--- src/rtl/gpio_pinmux_pkg.sv ---
package gpio_pinmux_pkg;
  localparam int NUM_PAIRS = 6;
  typedef enum int {PR_OWN = 0, PR_OE = 1, PR_DAT = 2, PR_PU = 3, PR_PD = 4, PR_OD = 5} pair_e;

  localparam int ADDR_SEL_LO = 3 * NUM_PAIRS;
  localparam int ADDR_SEL_HI = ADDR_SEL_LO + 1;
  localparam int ADDR_PAD    = ADDR_SEL_LO + 2;

  function automatic int pair_set_addr(int k);
    return 3 * k;
  endfunction

  function automatic int pair_clr_addr(int k);
    return 3 * k + 1;
  endfunction

  function automatic int pair_stat_addr(int k);
    return 3 * k + 2;
  endfunction

  // true when the address is a set or clear strobe
  function automatic bit is_strobe(int a);
    return (a < ADDR_SEL_LO) && ((a % 3) != 2);
  endfunction

  // reset level of a control pair: owner and pull-up start at ones
  function automatic bit pair_rst_ones(int k);
    return (k == PR_OWN) || (k == PR_PU);
  endfunction
endpackage

--- src/rtl/gpio_setclr_reg.sv ---
module gpio_setclr_reg #(
  parameter int W        = 32,
  parameter bit RST_ONES = 1'b0
) (
  input  logic         clk,
  input  logic         rst_n,
  input  logic         set_stb,
  input  logic         clr_stb,
  input  logic [W-1:0] mask,
  input  logic [W-1:0] kill,
  output logic [W-1:0] q
);
  logic [W-1:0] set_bits, clr_bits;
  assign set_bits = set_stb ? mask : '0;
  assign clr_bits = (clr_stb ? mask : '0) | kill;

  always_ff @(posedge clk or negedge rst_n) begin
    if (!rst_n) q <= RST_ONES ? '1 : '0;
    else        q <= (q | set_bits) & ~clr_bits;
  end

  // cleared mask bits are zero the cycle after a clear strobe
  p_clr_lands_r4: assert property (@(posedge clk) disable iff (!rst_n)
    clr_stb |=> ((q & $past(mask)) == '0));

  // bits outside the mask and kill keep their value
  p_unmasked_hold_r4: assert property (@(posedge clk) disable iff (!rst_n)
    (set_stb || clr_stb) |=> ((q & ~$past(mask | kill)) == ($past(q) & ~$past(mask | kill))));
endmodule

--- src/rtl/gpio_cfg_regs.sv ---
module gpio_cfg_regs
  import gpio_pinmux_pkg::*;
#(
  parameter int NPINS = 32,
  parameter int AW    = 5
) (
  input  logic                            clk,
  input  logic                            rst_n,
  input  logic [AW-1:0]                   addr,
  input  logic                            wr,
  input  logic [NPINS-1:0]                wdata,
  input  logic [NPINS-1:0]                pad_in,
  output logic [NPINS-1:0]                rdata,
  output logic [NUM_PAIRS-1:0][NPINS-1:0] pair_q,
  output logic [NPINS-1:0]                sel_lo,
  output logic [NPINS-1:0]                sel_hi
);
  logic [NPINS-1:0] pad_q;
  logic [NPINS-1:0] pu_kill;
  logic             pd_set_hit;

  assign pd_set_hit = wr && (addr == AW'(pair_set_addr(PR_PD)));
  assign pu_kill    = pd_set_hit ? wdata : '0;

  for (genvar k = 0; k < NUM_PAIRS; k++) begin : g_pair
    logic set_hit, clr_hit;
    assign set_hit = wr && (addr == AW'(pair_set_addr(k)));
    assign clr_hit = wr && (addr == AW'(pair_clr_addr(k)));
    gpio_setclr_reg #(.W(NPINS), .RST_ONES(pair_rst_ones(k))) u_reg (
      .clk    (clk),
      .rst_n  (rst_n),
      .set_stb(set_hit),
      .clr_stb(clr_hit),
      .mask   (wdata),
      .kill   ((k == PR_PU) ? pu_kill : '0),
      .q      (pair_q[k])
    );
  end

  always_ff @(posedge clk or negedge rst_n) begin
    if (!rst_n) begin
      sel_lo <= '0;
      sel_hi <= '0;
    end else if (wr) begin
      if (addr == AW'(ADDR_SEL_LO)) sel_lo <= wdata;
      if (addr == AW'(ADDR_SEL_HI)) sel_hi <= wdata;
    end
  end

  // pad level sampled every clock, independent of owner
  always_ff @(posedge clk) pad_q <= pad_in;

  always_comb begin
    rdata = '0;
    for (int k = 0; k < NUM_PAIRS; k++)
      if (addr == AW'(pair_stat_addr(k))) rdata = pair_q[k];
    if (addr == AW'(ADDR_SEL_LO)) rdata = sel_lo;
    if (addr == AW'(ADDR_SEL_HI)) rdata = sel_hi;
    if (addr == AW'(ADDR_PAD))    rdata = pad_q;
  end

  // pull-down set removes the pull-up of the same pins
  p_pd_kills_pu_r5: assert property (@(posedge clk) disable iff (!rst_n)
    pd_set_hit |=> ((pair_q[PR_PU] & $past(wdata)) == '0));

  // output-enable set strobe lands on every masked pin
  p_oe_set_r3: assert property (@(posedge clk) disable iff (!rst_n)
    (wr && addr == AW'(pair_set_addr(PR_OE))) |=>
      ((pair_q[PR_OE] & $past(wdata)) == $past(wdata)));

  // handing pins to GPIO takes effect the next cycle
  p_own_set_r2: assert property (@(posedge clk) disable iff (!rst_n)
    (wr && addr == AW'(pair_set_addr(PR_OWN))) |=>
      ((pair_q[PR_OWN] & $past(wdata)) == $past(wdata)));

  // pad status equals the pad one clock earlier
  p_pad_sample_r9: assert property (@(posedge clk) disable iff (!rst_n)
    (addr == AW'(ADDR_PAD)) |-> (rdata == $past(pad_in)));

  // strobe addresses read as zero
  p_strobe_zero_r10: assert property (@(posedge clk) disable iff (!rst_n)
    is_strobe(int'(addr)) |-> (rdata == '0));
endmodule

--- src/rtl/gpio_pad_mux.sv ---
module gpio_pad_mux #(
  parameter int NPINS = 32,
  parameter int SELW  = 2
) (
  input  logic                        clk,
  input  logic                        rst_n,
  input  logic [NPINS-1:0]            own_gpio,
  input  logic [NPINS-1:0]            gpio_oe,
  input  logic [NPINS-1:0]            gpio_dat,
  input  logic [NPINS-1:0]            od_en,
  input  logic [NPINS-1:0]            sel_lo,
  input  logic [NPINS-1:0]            sel_hi,
  input  logic [(NPINS<<SELW)-1:0]    fn_dout,
  input  logic [(NPINS<<SELW)-1:0]    fn_doe,
  output logic [NPINS-1:0]            pad_out,
  output logic [NPINS-1:0]            pad_oe
);
  logic [NPINS-1:0] src_out, src_oe;

  for (genvar p = 0; p < NPINS; p++) begin : g_pin
    logic [SELW-1:0] code;
    assign code       = {sel_hi[p], sel_lo[p]};
    assign src_out[p] = own_gpio[p] ? gpio_dat[p] : fn_dout[int'(code) * NPINS + p];
    assign src_oe[p]  = own_gpio[p] ? gpio_oe[p]  : fn_doe[int'(code) * NPINS + p];
    assign pad_out[p] = od_en[p] ? 1'b0 : src_out[p];
    assign pad_oe[p]  = od_en[p] ? (src_oe[p] & ~src_out[p]) : src_oe[p];
  end

  // an open-drain pin never drives a high level
  p_od_never_high_r8: assert property (@(posedge clk) disable iff (!rst_n)
    ((od_en & pad_oe & pad_out) == '0));

  // plain GPIO pins follow their latch and enable
  p_gpio_path_r7: assert property (@(posedge clk) disable iff (!rst_n)
    (((pad_out ^ gpio_dat) | (pad_oe ^ gpio_oe)) & own_gpio & ~od_en) == '0);
endmodule

--- src/rtl/gpio_pinmux_bank.sv ---
module gpio_pinmux_bank
  import gpio_pinmux_pkg::*;
#(
  parameter int NPINS = 32,
  parameter int AW    = 5,
  parameter int SELW  = 2
) (
  input  logic                      clk,
  input  logic                      rst_n,
  input  logic [AW-1:0]             reg_addr,
  input  logic                      reg_wr,
  input  logic [NPINS-1:0]          reg_wdata,
  output logic [NPINS-1:0]          reg_rdata,
  input  logic [NPINS-1:0]          pad_in,
  output logic [NPINS-1:0]          pad_out,
  output logic [NPINS-1:0]          pad_oe,
  output logic [NPINS-1:0]          pad_pu,
  output logic [NPINS-1:0]          pad_pd,
  input  logic [(NPINS<<SELW)-1:0]  periph_dout,
  input  logic [(NPINS<<SELW)-1:0]  periph_doe
);
  logic [NUM_PAIRS-1:0][NPINS-1:0] pair_q;
  logic [NPINS-1:0]                sel_lo, sel_hi;

  gpio_cfg_regs #(.NPINS(NPINS), .AW(AW)) u_regs (
    .clk   (clk),
    .rst_n (rst_n),
    .addr  (reg_addr),
    .wr    (reg_wr),
    .wdata (reg_wdata),
    .pad_in(pad_in),
    .rdata (reg_rdata),
    .pair_q(pair_q),
    .sel_lo(sel_lo),
    .sel_hi(sel_hi)
  );

  gpio_pad_mux #(.NPINS(NPINS), .SELW(SELW)) u_mux (
    .clk     (clk),
    .rst_n   (rst_n),
    .own_gpio(pair_q[PR_OWN]),
    .gpio_oe (pair_q[PR_OE]),
    .gpio_dat(pair_q[PR_DAT]),
    .od_en   (pair_q[PR_OD]),
    .sel_lo  (sel_lo),
    .sel_hi  (sel_hi),
    .fn_dout (periph_dout),
    .fn_doe  (periph_doe),
    .pad_out (pad_out),
    .pad_oe  (pad_oe)
  );

  assign pad_pu = pair_q[PR_PU];
  assign pad_pd = pair_q[PR_PD];

  // pull-up and pull-down leave a pin enabled together only through a later pull-up set
  p_pull_outputs_r5: assert property (@(posedge clk) disable iff (!rst_n)
    (reg_wr && reg_addr == AW'(pair_set_addr(PR_PD))) |=> ((pad_pu & pad_pd & $past(reg_wdata)) == '0));
endmodule

--- config.mk ---
export PLATFORM = sky130hd
export DESIGN_NAME = gpio_pinmux_bank
export DESIGN_NICKNAME = d
export VERILOG_FILES = /design/src/rtl/gpio_pinmux_pkg.sv /design/src/rtl/gpio_setclr_reg.sv /design/src/rtl/gpio_cfg_regs.sv /design/src/rtl/gpio_pad_mux.sv /design/src/rtl/gpio_pinmux_bank.sv
export SDC_FILE = /design/constraint.sdc
export NUM_CORES = 1
export LEC_CHECK = 0
export ABC_AREA = 1
export BUFFER_PORTS_ARGS = -buffer_cell sky130_fd_sc_hd__buf_2
export CORE_MARGIN = 1
export CORE_UTILIZATION = 50
export CTS_BUF_LIST = sky130_fd_sc_hd__clkbuf_4 sky130_fd_sc_hd__clkbuf_8
export DETAILED_ROUTE_END_ITERATION = 10
export MAX_ROUTING_LAYER = met4
export PLACE_DENSITY = 0.76
export SLEW_MARGIN = 20
export SYNTH_ARGS = -nofsm -noshare
export SYNTH_HDL_FRONTEND = slang
export SYNTH_HIERARCHICAL = 1
export SYNTH_SLANG_ARGS = --single-unit
--- constraint.sdc ---
create_clock -name clk -period 2.35 [get_ports clk]
set_input_delay 0.235 -clock clk [delete_from_list [all_inputs] [get_ports clk]]
set_output_delay 0.235 -clock clk [all_outputs]
set_load 0.01 [all_outputs]
==> results of run 1 <==
## area by class of cell
| class | instances | share of cell area (%) |
|---|---|---|
| antenna | 5 | 0.0502 |
| clock buffer | 93 | 4.28 |
| clock inverter | 4 | 0.0804 |
| inverter | 602 | 9.07 |
| multi-input combinational | 2343 | 40.2 |
| sequential | 288 | 28.6 |
| tap | 511 | 2.57 |
| timing repair buffer | 617 | 15.1 |
## placed cells by master (no fill, tap or decap)
master	count
or2_0	2
or2_1	40
o21ai_1	28
dlygate4sd3_1	65
nand3_2	2
dfrtp_1	192
nand3_1	241
inv_1	561
buf_4	51
clkinv_1	1
clkinv_2	4
nor3_1	22
dfxtp_1	32
nand2_2	3
nand2_4	1
o21ai_0	36
clkbuf_8	59
nor3_4	1
diode_2	5
nor2_4	16
nand4_1	77
buf_12	14
buf_8	1
a21oi_1	214
nor3_2	3
buf_2	486
nor4_4	1
nor2_1	327
clkbuf_4	34
conb_1	160
inv_2	40
nand2_1	1147
nor2_2	22
dfstp_2	64
## routing by layer
| metal | wire (um) | global-route usage (%) | share of wire [%] |
|---|---|---|---|
| met4 | 3220 | 18.2 | 4.7 |
| met5 | 0 | - | 0 |
| met2 | 32000 | 57.8 | 46 |
| met1 | 28400 | 44.5 | 41 |
| met3 | 5530 | 4.53 | 8.0 |
## power by group through the flow
stage | clock (W) | combinational, W | sequential [W]
after floorplan | 0 | 0.00192 | 0.00588
after global placement | 0 | 0.00328 | 0.00598
after detailed placement | 0 | 0.00332 | 0.00598
after CTS | 0.00507 | 0.00342 | 0.00590
after global routing | 0.00530 | 0.00391 | 0.00597
final | 0.00499 | 0.00346 | 0.00591
## per-stage QoR
stage | hold slack [ns] | setup slack (ns) | power, W | instance area [sq um] | instances
CTS | 0.182 | 0.184 | 0.0144 | 24900 | 4458
global placement | 0.253 | 0.330 | 0.00926 | 23200 | 4296
finish | 0.185 | 0.209 | 0.0144 | 24900 | 4463
detailed placement | 0.254 | 0.279 | 0.00929 | 23200 | 4296
floorplan | -0.0606 | 0.627 | 0.00781 | 19900 | 3330
global route | 0.227 | 0.129 | 0.0152 | 24900 | 4463
## sequential cells by signal, indices dropped and copies added, names as in the netlist
register	cells
u_regs/sel_lo	32
u_regs/pad_q	32
u_regs/g_pair.u_reg/q	192
u_regs/sel_hi	32
## how the worst min path moves through the flow
stage | from | endpoint | cells past startpoint
2_1_floorplan | rst_n | u_regs/g_pair[1].u_reg/q[0]$_DFF_PN0_ | 0
3_3_place_gp | rst_n | u_regs/g_pair[4].u_reg/q[22]$_DFF_PN0_ | 1
3_5_place_dp | rst_n | u_regs/sel_hi[22]$_DFFE_PN0P_ | 1
4_1_cts | rst_n | u_regs/sel_hi[22]$_DFFE_PN0P_ | 2
5_1_grt | rst_n | u_regs/sel_hi[22]$_DFFE_PN0P_ | 2
6_report | rst_n | u_regs/sel_hi[22]$_DFFE_PN0P_ | 2
## logic make-up (layout without fill, tap and decap cells)
family,count (synthesis),after routing,share of synthesized area (%)
compound gates,278,278,7.21
flops,288,288,37.0
simple gates,1905,1905,41.0
other cells,1,165,0.0194
buf+inv,699,1316,14.8
## critical path, delay by kind of cell (launching register included)
kind | cells | cell delay (ns)
AND/OR/NAND/NOR | 5 | 0.54
flip-flops | 1 | 0.47
buffers and inverters | 2 | 0.28
## timing repair
item	CTS	global route
hold buffers	65	0
buffers inserted	0	0
endpoints found under the hold margin	228	0
==> impl_metrics.yaml, run 1 <==
drt:
  drt_iter0_drc: 1598
  vias: 22048
  postRouteAntennaNets: 0
  drt-pass1-iter-count: 7
  avgRoutedWirePerCell_um: 15.5
  drc: 0
  viasPerCell: 4.94
  wirelength_mm: 69.1
floorplan:
  std_cell_rows: 71
  pin_count: 488
  core_area_sq_um: 37800
  floorplan.die_area_sq_um: 39400
  die_width_um: 198
  initial_utilization_pct: 51.0
  dieHeight_um: 198
grt:
  grt_pass1_vias: 19975
  grt_overflow_total: 0
  grt_use_total_pct: 35.9
  antenna_found_initial: 5
  grt_pass1_wl_mm: 106
  grt_max_degree: 73
setup_path:
  end_kind: "primary output"
  worstReg2RegEnd: "u_regs/sel_lo[11]$_DFFE_PN0P_"
  r2r_setup_slack_ns: 1.53
  worstPathArrival_ns: 1.91
  worst-setup-path-type: "register to primary output"
  crit_chain: "inv_2 > nand2_1 > nand3_1 > nand3_1 > nand2_1 > nor2_1 > buf_2"
  crit_path_end: "pad_out[1]"
  slowest_stage: "dfrtp_1"
  critPathMaxStageDelay_ns: 0.47
  crit_path_start_kind: "register"
  r2r-start: "u_regs/sel_lo[11]$_DFFE_PN0P_"
  required_ns: 2.12
  path_max_fanout: 7
  rr_worst_depth: 2
  crit_start: "u_regs/sel_lo[1]$_DFFE_PN0P_"
layout:
  multi_input_area_sq_um: 10000
  fin_util_pct: 65.8
  area_delta_synth_final_pct: 29.1
  ff_latch_area_sq_um: 7130
  drive_gt1_share_pct: 20.3
  finalNetCount: 4233
  nFillCells: 3607
timing:
  rsz0062_at_grt: "false"
  final_period_minus_worst_setup_slack_ns: 2.14
  tightest_slew_ns: 1.08
  max_freq_mhz: 467
  slew_headroom_pct: 27.9
  post-route-period-util_pct: 91.1
  maxSlewViolCount: 0
  finalHoldViolations: 0
  clock_skew_ns: 0
  final.setup.tns_ns: 0
  setup_viol_count_final: 0
power:
  switching_share_pct: 33.2
  vdd_drop_max_mv: 0.388
  combPwrFrac_pct: 24.1
  leakage_nw: 13.7
  seqPwrFrac_pct: 41.2
  pwr-share-clk_pct: 34.8
  p_switching_w: 0.00477
  intPower_w: 0.00958
  p_per_area_nw_per_um2: 576
place:
  dp_hpwl_mm: 47.0
  portBuffers: 487
  place_congestion: 0.942
clocking:
  htree_levels: 2
  cts_buffers: 53
  cts_tree: "yes"
  clk_pin_slew_worst_paths_ns: 0.05
  cts.sinks: 288
  cts-root-buf: "clkbuf_8"
  insertion_delay_ns: 0.62
  cts_resized: 0
  clk_path_buf_depth: 3
yosys:
  ys_warn_count: 6
  netlist.area_leader.share_pct: 24.9
  synth_area_sq_um: 19300
  yosys.cell_types.count: 29
  synth_seq_area_share_pct: 37.0
  netlist_top_cells_area: "dfrtp_1 25%, nand2_1 22%, inv_1 11%"
  synth-edff-count: 0
  ys_ff_latch: 288
  ys_top_cells_by_count: "1,148 x nand2_1, 561 x inv_1, 342 x nor2_1"
  synth_ff_type: "dfrtp_1"
  yosysMostFrequentCell: "nand2_1"
  async_flop_share_pct: 88.9
  syn_inst: 3171
  syn_area_per_cell_sq_um: 6.08
  yosysTopAreaCell: "dfrtp_1"
hold_path:
  hp-class: "input port to async pin"
flow_run:
  drv_cap: 0
outcome:
  outcome: "completed"
(Power assumes the default switching activity.)
==> run 2: changes to the inputs <==
--- a/config.mk
+++ b/config.mk
@@ -12,7 +12,7 @@
 export CTS_BUF_LIST = sky130_fd_sc_hd__clkbuf_4 sky130_fd_sc_hd__clkbuf_8
 export DETAILED_ROUTE_END_ITERATION = 10
 export MAX_ROUTING_LAYER = met4
-export PLACE_DENSITY = 0.76
+export PLACE_DENSITY = 0.79
 export SLEW_MARGIN = 20
 export SYNTH_ARGS = -nofsm -noshare
 export SYNTH_HDL_FRONTEND = slang
==> run 2 against run 1 <==
Combinational power about the same. Worst hold slack got worse by 0.041 ns. Setup slack better by 0.025 ns. Sequential cell count unchanged. Die area is the same. Routed wire length is essentially flat. Utilization about the same. Critical path type is now input port to primary output.
==> impl_metrics.yaml, run 2 (synthesized netlist as in run 1, its figures left out) <==
outcome:
  outcome: "completed"
timing:
  final_period_minus_worst_setup_slack_ns: 2.12
  finalHoldViolations: 0
  setup_viol_count_final: 0
  max_freq_mhz: 473
  fin_hold_ws_ns: 0.144
  post-route-period-util_pct: 90.0
  tightest_slew_ns: 0.970
  setup_ws_ns: 0.234
  maxSlewViolCount: 0
  final.setup.tns_ns: 0
  rsz0062_at_grt: "false"
  clock_skew_ns: 0
  slew_headroom_pct: 35.3
setup_path:
  end_kind: "primary output"
  crit_path_start_kind: "input port"
  slowest_stage: "nand2_1"
  rr_worst_depth: 2
  worstReg2RegEnd: "u_regs/g_pair[3].u_reg/q[2]$_DFF_PN1_"
  r2r-start: "u_regs/g_pair[3].u_reg/q[2]$_DFF_PN1_"
  worstPathArrival_ns: 1.88
  path_max_fanout: 6
  crit_buf_inv: 4
  crit_chain: "buf_2 > inv_2 > nand2_1 > nor2_1 > nand2_1 > buf_4 > nor2_1 > nor2_1 > nand3_1 > nand2_1 > nand4_1 > buf_2"
  crit_start: "reg_addr[2]"
  r2r_setup_slack_ns: 1.52
  required_ns: 2.12
  cp.depth: 12
  crit_path_end: "reg_rdata[27]"
  worst-setup-path-type: "input port to primary output"
  path_delay_family: "simple AND/OR/NAND/NOR gates"
  critPathMaxStageDelay_ns: 0.29
clocking:
  clk_path_buf_depth: 3
  htree_levels: 2
  clk_pin_slew_worst_paths_ns: 0.05
  insertion_delay_ns: 0.62
  cts_buffers: 52
  cts_tree: "yes"
  cts.sinks: 288
  cts-root-buf: "clkbuf_8"
  cts_resized: 0
power:
  vdd_drop_max_mv: 0.429
  p_per_area_nw_per_um2: 591
  leakage_nw: 13.7
drt:
  drt_iter0_drc: 1879
  postRouteAntennaNets: 0
  drc: 0
  viasPerCell: 4.96
  wirelength_mm: 69.1
  avgRoutedWirePerCell_um: 15.5
  vias: 22106
  drt-pass1-iter-count: 6
floorplan:
  die_width_um: 198
  core_area_sq_um: 37800
  floorplan.die_area_sq_um: 39400
  dieHeight_um: 198
  pin_count: 488
  initial_utilization_pct: 51.0
  std_cell_rows: 71
flow_run:
  drv_cap: 0
layout:
  layout_common_cells: "1,147 x nand2_1, 561 x inv_1, 486 x buf_2, 327 x nor2_1, 241 x nand3_1"
  drive_gt1_share_pct: 20.2
  top_register: "u_regs/g_pair.u_reg/q"
  finalNetCount: 4229
  area_delta_synth_final_pct: 29.2
  layout_commonest_cell: "nand2_1"
  nFillCells: 3570
  largest_register_ffs: 192
  fin_cells: 4459
place:
  place_congestion: 0.911
  dp.cells: 4293
  dp_hpwl_mm: 46.5
  portBuffers: 487
  pre_cts_ws_ns: 0.264
grt:
  grt_max_degree: 70
  antenna_found_initial: 5
  grt_pass1_vias: 20253
  grt_overflow_total: 0
  grt_pass1_wl_mm: 106
  grt_use_total_pct: 35.9
hold_path:
  hp-class: "input port to async pin"
[run 2: changes by cell type in the layout (fill, tap and decap cells not counted), sizes merged]
cell,change
clkbuf,-2
clkinv,-2
buf,-3
bufinv,+3
[run 2: worst min-delay path by stage]
stage,startpoint,to,slack (ns),depth (start not counted)
final,rst_n,u_regs/sel_hi[22]$_DFFE_PN0P_,0.14,2
after detailed placement,rst_n,u_regs/sel_hi[22]$_DFFE_PN0P_,0.24,1
after global routing,rst_n,u_regs/sel_hi[22]$_DFFE_PN0P_,0.20,2
after CTS,rst_n,u_regs/sel_hi[22]$_DFFE_PN0P_,0.16,2
after global placement,rst_n,u_regs/sel_hi[22]$_DFFE_PN0P_,0.24,1
after floorplan,rst_n,u_regs/g_pair[1].u_reg/q[0]$_DFF_PN0_,-0.06,0
[run 2: report_power, final]
| group | leakage (nW) | internal (W) | total (W) | switching (W) |
|---|---|---|---|---|
| Clock | 0.627 | 0.00315 | 0.00538 | 0.00223 |
| Combinational | 9.53 | 0.00136 | 0.00344 | 0.00208 |
| Sequential | 3.55 | 0.00540 | 0.00590 | 0.000499 |
| Total | 13.7 | 0.00991 | 0.0147 | 0.00481 |
[run 2: cell type report]
type	count	area, sq um	share of cell area, %
multi-input combinational	2343	10000	40.2
sequential	288	7130	28.6
timing repair buffer	614	3690	14.8
inverter	602	2260	9.07
clock buffer	91	1060	4.27
tap	511	639	2.57
clock inverter	5	100	0.402
antenna	5	12.5	0.0502
[run 2: worst register-to-register path, stage by stage (launching register included)]
cell and delay (ns):
dfstp_2 0.55, a21oi_1 0.06, nor2_1 0.15
[run 2: timing repair]
action / 4_1_cts / 5_1_grt
hold buffers: 65 / 0
setup endpoints to repair: 0 / 0
endpoints found under the hold margin: 269 / 0
buffers inserted: 0 / 0
[run 2: per-stage QoR]
step	power, W	area [sq um]	util, %
3_3_place_gp	0.00922	23100	61.0
2_1_floorplan	0.00781	19900	-
3_5_place_dp	0.00926	23100	61.0
6_report	0.0147	24900	65.8
4_1_cts	0.0147	24900	65.8
5_1_grt	0.0155	24900	65.8
[run 2: metal layers]
metal | vias up | GRT usage [%] | wire length, um
li1 | 10926 | - | -
met1 | 9922 | 43.7 | 27900
met2 | 1052 | 58.2 | 32300
met3 | 206 | 6.63 | 6010
met4 | 0 | 16.0 | 2790
met5 | - | - | 0
